[src/rtl/dac_pkg.sv]
package dac_pkg;
  localparam int CODE_W = 12;
  localparam int BUS_W  = 16;
  localparam int N_TIM  = 4;
  localparam int N_LINE = N_TIM + 2;  // ext, timers, software

  localparam logic [5:0] A_CTRL = 6'h00;
  localparam logic [5:0] A_SWTG = 6'h04;
  localparam logic [5:0] A_R12  = 6'h08;
  localparam logic [5:0] A_L12  = 6'h0C;
  localparam logic [5:0] A_R8   = 6'h10;
  localparam logic [5:0] A_OUT  = 6'h2C;
  localparam logic [5:0] A_STAT = 6'h34;

  localparam logic [2:0] SEL_EXT = 3'd0;
  localparam logic [2:0] SEL_SW  = 3'd7;

  function automatic logic [CODE_W-1:0] fmt_r12(input logic [BUS_W-1:0] w);
    return w[CODE_W-1:0];
  endfunction

  function automatic logic [CODE_W-1:0] fmt_l12(input logic [BUS_W-1:0] w);
    return w[BUS_W-1:BUS_W-CODE_W];
  endfunction

  function automatic logic [CODE_W-1:0] fmt_r8(input logic [BUS_W-1:0] w);
    return {w[7:0], 4'b0000};
  endfunction

  // line index: 0 external, 1..N_TIM timers, N_TIM+1 software
  function automatic logic pick_edge(input logic [2:0] sel, input logic [N_LINE-1:0] e);
    logic r;
    r = 1'b0;
    if (sel == SEL_SW) r = e[N_LINE-1];
    else if (int'(sel) <= N_TIM) r = e[sel];
    return r;
  endfunction
endpackage

[src/rtl/dac_edge_bank.sv]
module dac_edge_bank #(
  parameter int N = 6
) (
  input  logic         clk,
  input  logic         rst_n,
  input  logic [N-1:0] lines,
  output logic [N-1:0] edges
);
  logic [N-1:0] samp_q;
  logic [N-1:0] prev_q;

  for (genvar i = 0; i < N; i++) begin : g_line
    always_ff @(posedge clk or negedge rst_n) begin
      if (!rst_n) begin
        samp_q[i] <= 1'b0;
        prev_q[i] <= 1'b0;
      end else begin
        samp_q[i] <= lines[i];
        prev_q[i] <= samp_q[i];
      end
    end
    assign edges[i] = samp_q[i] & ~prev_q[i];
  end
endmodule

[src/rtl/dac_xfer_pipe.sv]
module dac_xfer_pipe #(
  parameter int LAT = 3
) (
  input  logic clk,
  input  logic rst_n,
  input  logic clr,
  input  logic launch,
  output logic done
);
  logic [LAT-1:0] stage_q;

  always_ff @(posedge clk or negedge rst_n) begin
    if (!rst_n) stage_q[0] <= 1'b0;
    else if (clr) stage_q[0] <= 1'b0;
    else stage_q[0] <= launch;
  end

  if (LAT > 1) begin : g_shift
    always_ff @(posedge clk or negedge rst_n) begin
      if (!rst_n) stage_q[LAT-1:1] <= '0;
      else if (clr) stage_q[LAT-1:1] <= '0;
      else stage_q[LAT-1:1] <= stage_q[LAT-2:0];
    end
  end

  assign done = stage_q[LAT-1];
endmodule

[src/rtl/dac_dma_ctl.sv]
module dac_dma_ctl (
  input  logic clk,
  input  logic rst_n,
  input  logic clr,
  input  logic hw_fire,
  input  logic dma_en,
  input  logic ack,
  output logic req,
  output logic udr_evt
);
  logic want;
  assign want    = hw_fire & dma_en;
  assign udr_evt = want & req & ~ack;

  always_ff @(posedge clk or negedge rst_n) begin
    if (!rst_n) req <= 1'b0;
    else if (clr) req <= 1'b0;
    else if (want) req <= 1'b1;
    else if (ack) req <= 1'b0;
  end

  AST_DMA_RAISE: assert property (@(posedge clk) disable iff (!rst_n)
    want && !clr |=> req);
  AST_DMA_ONLY_HW: assert property (@(posedge clk) disable iff (!rst_n)
    !req && !hw_fire |=> !req);
endmodule

[src/rtl/dac_trig_ctrl.sv]
module dac_trig_ctrl
  import dac_pkg::*;
#(
  parameter int XFER_LAT = 3
) (
  input  logic              clk,
  input  logic              rst_n,
  input  logic [5:0]        reg_addr,
  input  logic              reg_wr,
  input  logic [BUS_W-1:0]  reg_wdata,
  output logic [BUS_W-1:0]  reg_rdata,
  input  logic              ext_trig,
  input  logic [N_TIM-1:0]  tim_trig,
  input  logic              dma_ack,
  output logic              dma_req,
  output logic              irq,
  output logic [CODE_W-1:0] dac_code
);
  logic chan_en, buf_off, trig_en, dma_en, udr_ie;
  logic [2:0] trig_sel;
  logic [CODE_W-1:0] hold_q;
  logic hold_wr_q, sw_bit, udr_flag;

  logic wr_ctrl, wr_swtg, wr_r12, wr_l12, wr_r8, wr_stat, wr_hold;
  assign wr_ctrl = reg_wr && reg_addr == A_CTRL;
  assign wr_swtg = reg_wr && reg_addr == A_SWTG;
  assign wr_r12  = reg_wr && reg_addr == A_R12;
  assign wr_l12  = reg_wr && reg_addr == A_L12;
  assign wr_r8   = reg_wr && reg_addr == A_R8;
  assign wr_stat = reg_wr && reg_addr == A_STAT;
  assign wr_hold = wr_r12 | wr_l12 | wr_r8;

  // control fields; select frozen while channel runs
  always_ff @(posedge clk or negedge rst_n) begin
    if (!rst_n) begin
      chan_en <= 1'b0; buf_off <= 1'b0; trig_en <= 1'b0;
      trig_sel <= '0; dma_en <= 1'b0; udr_ie <= 1'b0;
    end else if (wr_ctrl) begin
      chan_en <= reg_wdata[0];
      buf_off <= reg_wdata[1];
      trig_en <= reg_wdata[2];
      if (!chan_en) trig_sel <= reg_wdata[5:3];
      dma_en  <= reg_wdata[12];
      udr_ie  <= reg_wdata[13];
    end
  end

  always_ff @(posedge clk or negedge rst_n) begin
    if (!rst_n) begin
      hold_q <= '0;
      hold_wr_q <= 1'b0;
    end else begin
      hold_wr_q <= wr_hold;
      if (wr_r12) hold_q <= fmt_r12(reg_wdata);
      else if (wr_l12) hold_q <= fmt_l12(reg_wdata);
      else if (wr_r8) hold_q <= fmt_r8(reg_wdata);
    end
  end

  // trigger path
  logic [N_LINE-1:0] lines, edges;
  logic sel_edge, fire, hw_fire, xfer_done, sw_mode, udr_evt;
  assign lines    = {sw_bit, tim_trig, ext_trig};
  assign sw_mode  = trig_sel == SEL_SW;
  assign sel_edge = pick_edge(trig_sel, edges);
  assign fire     = chan_en & trig_en & sel_edge;
  assign hw_fire  = fire & ~sw_mode;

  dac_edge_bank #(.N(N_LINE)) u_edges (
    .clk(clk), .rst_n(rst_n), .lines(lines), .edges(edges)
  );

  dac_xfer_pipe #(.LAT(XFER_LAT)) u_pipe (
    .clk(clk), .rst_n(rst_n), .clr(!chan_en), .launch(fire), .done(xfer_done)
  );

  dac_dma_ctl u_dma (
    .clk(clk), .rst_n(rst_n), .clr(!chan_en), .hw_fire(hw_fire),
    .dma_en(dma_en), .ack(dma_ack), .req(dma_req), .udr_evt(udr_evt)
  );

  always_ff @(posedge clk or negedge rst_n) begin
    if (!rst_n) sw_bit <= 1'b0;
    else if (!chan_en) sw_bit <= 1'b0;
    else if (xfer_done && sw_mode) sw_bit <= 1'b0;
    else if (wr_swtg && reg_wdata[0] && trig_en && sw_mode) sw_bit <= 1'b1;
  end

  always_ff @(posedge clk or negedge rst_n) begin
    if (!rst_n) dac_code <= '0;
    else if (!chan_en) dac_code <= '0;
    else if (trig_en ? xfer_done : hold_wr_q) dac_code <= hold_q;
  end

  always_ff @(posedge clk or negedge rst_n) begin
    if (!rst_n) udr_flag <= 1'b0;
    else if (udr_evt) udr_flag <= 1'b1;
    else if (wr_stat && reg_wdata[0]) udr_flag <= 1'b0;
  end

  assign irq = udr_flag & udr_ie;

  always_comb begin
    unique case (reg_addr)
      A_CTRL:  reg_rdata = {2'b00, udr_ie, dma_en, 6'b0, trig_sel, trig_en, buf_off, chan_en};
      A_SWTG:  reg_rdata = {15'b0, sw_bit};
      A_R12:   reg_rdata = {4'b0, hold_q};
      A_L12:   reg_rdata = {hold_q, 4'b0};
      A_R8:    reg_rdata = {8'b0, hold_q[11:4]};
      A_OUT:   reg_rdata = {4'b0, dac_code};
      A_STAT:  reg_rdata = {15'b0, udr_flag};
      default: reg_rdata = '0;
    endcase
  end

  AST_OFF_ZERO: assert property (@(posedge clk) disable iff (!rst_n)
    !chan_en |=> dac_code == '0);
  AST_SEL_LOCK: assert property (@(posedge clk) disable iff (!rst_n)
    wr_ctrl && chan_en |=> trig_sel == $past(trig_sel));
  AST_IMM_COPY: assert property (@(posedge clk) disable iff (!rst_n)
    hold_wr_q && chan_en && !trig_en && !wr_ctrl |=> dac_code == $past(hold_q));
  AST_TRIG_HOLD: assert property (@(posedge clk) disable iff (!rst_n)
    chan_en && trig_en && !xfer_done && !wr_ctrl |=> $stable(dac_code));
  AST_UDR_STICKY: assert property (@(posedge clk) disable iff (!rst_n)
    udr_evt |=> udr_flag);
endmodule

[config.mk]
export PLATFORM = sky130hd
export DESIGN_NAME = dac_trig_ctrl
export DESIGN_NICKNAME = d
export VERILOG_FILES = /design/src/rtl/dac_pkg.sv /design/src/rtl/dac_edge_bank.sv /design/src/rtl/dac_xfer_pipe.sv /design/src/rtl/dac_dma_ctl.sv /design/src/rtl/dac_trig_ctrl.sv
export SDC_FILE = /design/constraint.sdc
export NUM_CORES = 1
export LEC_CHECK = 0
export BUFFER_PORTS_ARGS = -buffer_cell sky130_fd_sc_hd__buf_2
export CORE_MARGIN = 2
export CORE_UTILIZATION = 53
export DETAILED_ROUTE_END_ITERATION = 8
export GPL_ROUTABILITY_DRIVEN = 0
export PLACE_DENSITY = 0.79
export SLEW_MARGIN = 10
export SYNTH_ARGS = -nofsm -noshare
export SYNTH_HDL_FRONTEND = slang
export SYNTH_SLANG_ARGS = --single-unit
[constraint.sdc]
create_clock -name clk -period 1.65 [get_ports clk]
set_input_delay 0.0825 -clock clk [delete_from_list [all_inputs] [get_ports clk]]
set_output_delay 0.0825 -clock clk [all_outputs]
set_load 0.05 [all_outputs]
==> results_dict.tcl <==
set metrics [dict create \
    drcViolationCount 0 \
    maxCapViolCount 0 \
    startpoint "reg_addr[4]" \
    r2r_end "u_dma.req" \
    cts_tree "yes" \
    synth_xor_area_share_pct 0 \
    p_total_mw 2.72 \
    cts_buffer_depth 2 \
    setup_viol 0 \
    rsz0062_at_grt "true" \
    clk_pin_slew_ns 0.09 \
    grt_usage_pct 26.5 \
    register_area_mm2 0.00128 \
    outcome "complete, no violations" \
    synth_flop_cell "dfrtp_1" \
    hold_path_class "input port to register" \
    fillerInstances 344 \
    hp-start "reg_wdata[13]" \
    grt_max_degree 33 \
    detail-route-antenna-nets 0 \
    syn_area_mm2 0.00256 \
    reg2reg_from "trig_sel[2]" \
    synth_edf_count 0 \
    required_ns 1.57 \
    async_reset_ff_share_pct 100 \
    ys_warn_count 0 \
    crit_type "input port to output pin" \
    route.met3.wl_um 596 \
    fin_crit_sh_pct 98.2 \
    nNetsFinal 363 \
    p_per_area_mw_per_mm2 798 \
    rows 25 \
    slew_violations 0 \
    synth_fa_ha_area_share_pct 0 \
    die_w_um 73.5 \
    wl_um 6830 \
    numCtsBuffers 5 \
    antenna_found_initial 0 \
    syn2layout_area_growth_pct 33.1 \
    finalHoldViolations 0 \
    ys_types 44 \
    cts_htree_levels 2 \
    grt_pass1_vias 2163 \
    worstPathArrival_ns 1.54 \
    r2r_cells 4 \
    synth_simple_gate_area_share_pct 24.1 \
    top_layer "met4" \
    multi_input_area_mm2 0.00125 \
    critPathCaptureType "output pin" \
    setup_tns_ns 0 \
    wl_met1_um 2940 \
    die_area_mm2 0.00540 \
    synth.area.mux_share_pct 5.92 \
    avgSynthCellArea_um2 10.2 \
    start_util_pct 54.5 \
    drt_iter0_markers 341 \
    io_buffers 60 \
    core-area_mm2 0.00469 \
    clock_skew_ns 0.00379 \
    tightest_slew_ns 0.476 \
    post-route-min-period_ns 1.62 \
    pin_count 61 \
    min_to "udr_ie" \
    wl_per_cell_um 17.6 \
    ff2ff_setup_slack_ns 0.16 \
    whs_path_depth 2 \
    maxSlewHeadroom_pct 68.3 \
    root_buffer "clkbuf_8" \
    fin_util_pct 72.6 \
    yosys_register_bits 51 \
    wl_met2_um 3200 \
    grt_pass1_wl_um 10800 \
    drive_gt1_share_pct 39.6 \
    via_per_inst 6.21 \
    peakVddDrop_v 0.000624 \
    num_vias 2403 \
    first_pass_iters 6 \
    synth_top_family_by_area "simple AND/OR/NAND/NOR gates" \
    crit_path_max_fanout 7 \
    clk_latency_ns 0.30 \
    leakagePower_nw 1.68 \
    synth_compound_area_share_pct 16.0 \
    netlist_instances 250 \
    ys_seq_area_share_pct 49.9 \
    globalRouteOverflowTotal 0 \
    start_kind "input port" \
    hold_ws_ns 0.0385 \
    hpwl_um 4950 \
    fmax_ghz 0.617 \
    die_h_um 73.5 \
    synth_fp_nets 281 \
    clock-sinks 51 \
    antenna_cells 0 \
]
==> area by class of cell <==
type	instances	share of cell area, %
clock buffers	6	2.13
clock inverters	2	0.478
inverters	9	0.992
multi-input cells	175	36.7
flip-flops and latches	51	37.5
well taps	54	1.98
repair buffers	90	20.2
==> cell usage after synthesis (3+ instances only) <==
master	count	area, µm²
nand2_1	39	146
dfrtp_1	51	1280
inv_1	9	33.8
a211oi_1	3	22.5
nand3_1	26	130
mux2_4	8	120
or3b_2	3	26.3
a222oi_1	11	110
a21oi_1	5	25.0
o31ai_1	8	60.1
nand2b_1	6	37.5
nor2_1	8	30.0
o21ai_0	5	25.0
and2_1	4	25.0
nor3_1	4	20.0
clkbuf_1	11	41.3
a22oi_1	12	90.1
nand3b_1	4	30.0
==> registers in the layout (all words and copies together) (netlist names), 2 cells and up <==
| signal | cells |
|---|---|
| dac_code | 12 |
| hold_q | 12 |
| trig_sel | 3 |
| u_edges.prev_q | 6 |
| u_edges.samp_q | 6 |
| u_pipe.stage_q | 2 |
==> worst max-delay path by stage <==
stage	slack [ns]	cells after the start	end
5_1_grt	-0.04	8	reg_rdata[7]
6_report	0.03	7	reg_rdata[10]
4_1_cts	0.02	7	reg_rdata[5]
3_5_place_dp	-0.04	7	reg_rdata[5]
3_3_place_gp	0.006	7	reg_rdata[5]
2_1_floorplan	0.02	6	reg_rdata[6]
==> timing repair <==
item                       4_1_cts  5_1_grt
gates cloned                     0        1
pin swaps                        0        3
setup endpoints to repair       12       15
gates resized for setup         12       35
setup buffers                    0        1
hold buffers                     6        0
hold endpoints to repair        24        0
==> layer usage <==
metal | GRT usage (%) | up-vias
li1 | - | 1087
met1 | 38.5 | 1168
met2 | 40.2 | 141
met3 | 4.66 | 7
met4 | 8.69 | 0
met5 | 0 | -
==> stage by stage <==
stage                     cells  cell area, µm²  setup WS, ns
after floorplan             250            2600        0.0157
after detailed placement    371            3090       -0.0421
after global routing        387            3410       -0.0430
final                       387            3410        0.0294
after global placement      371            3090       0.00597
after CTS                   385            3270        0.0166
==> power by group <==
group / total [mW] / leakage, nW / internal, mW / switching [mW]
Clock: 0.728 / 0.0418 / 0.305 / 0.422
Combinational: 0.498 / 0.974 / 0.204 / 0.295
Sequential: 1.49 / 0.667 / 1.35 / 0.140
==> cell usage in the layout, fill, tap and decap left out, types with 6 or more instances in the layout <==
master	instances
buf_8	6
a22oi_1	10
nand2_1	29
o31ai_1	8
mux2_4	8
dfrtp_1	51
nand2b_1	6
nor2_1	8
buf_6	10
buf_4	19
nand2_2	10
nand3_1	25
a222oi_1	11
dlygate4sd3_1	6
buf_2	44
==> kinds of logic (layout without fill, tap and decap cells) <==
family,after synthesis,count (layout)
DFF,51,51
and+or+nand+nor,111,111
AOI/OAI and AO/OA,53,53
muxes,11,11
buffers and inverters,24,107
==> worst max-delay path, cell delays in order <==
cell and delay [ns]:
buf_8 0.10, or4_4 0.59, nor3b_4 0.27, buf_6 0.17
a222oi_1 0.10, inv_2 0.09, buf_8 0.14
Power figures use the tool's default switching activity.
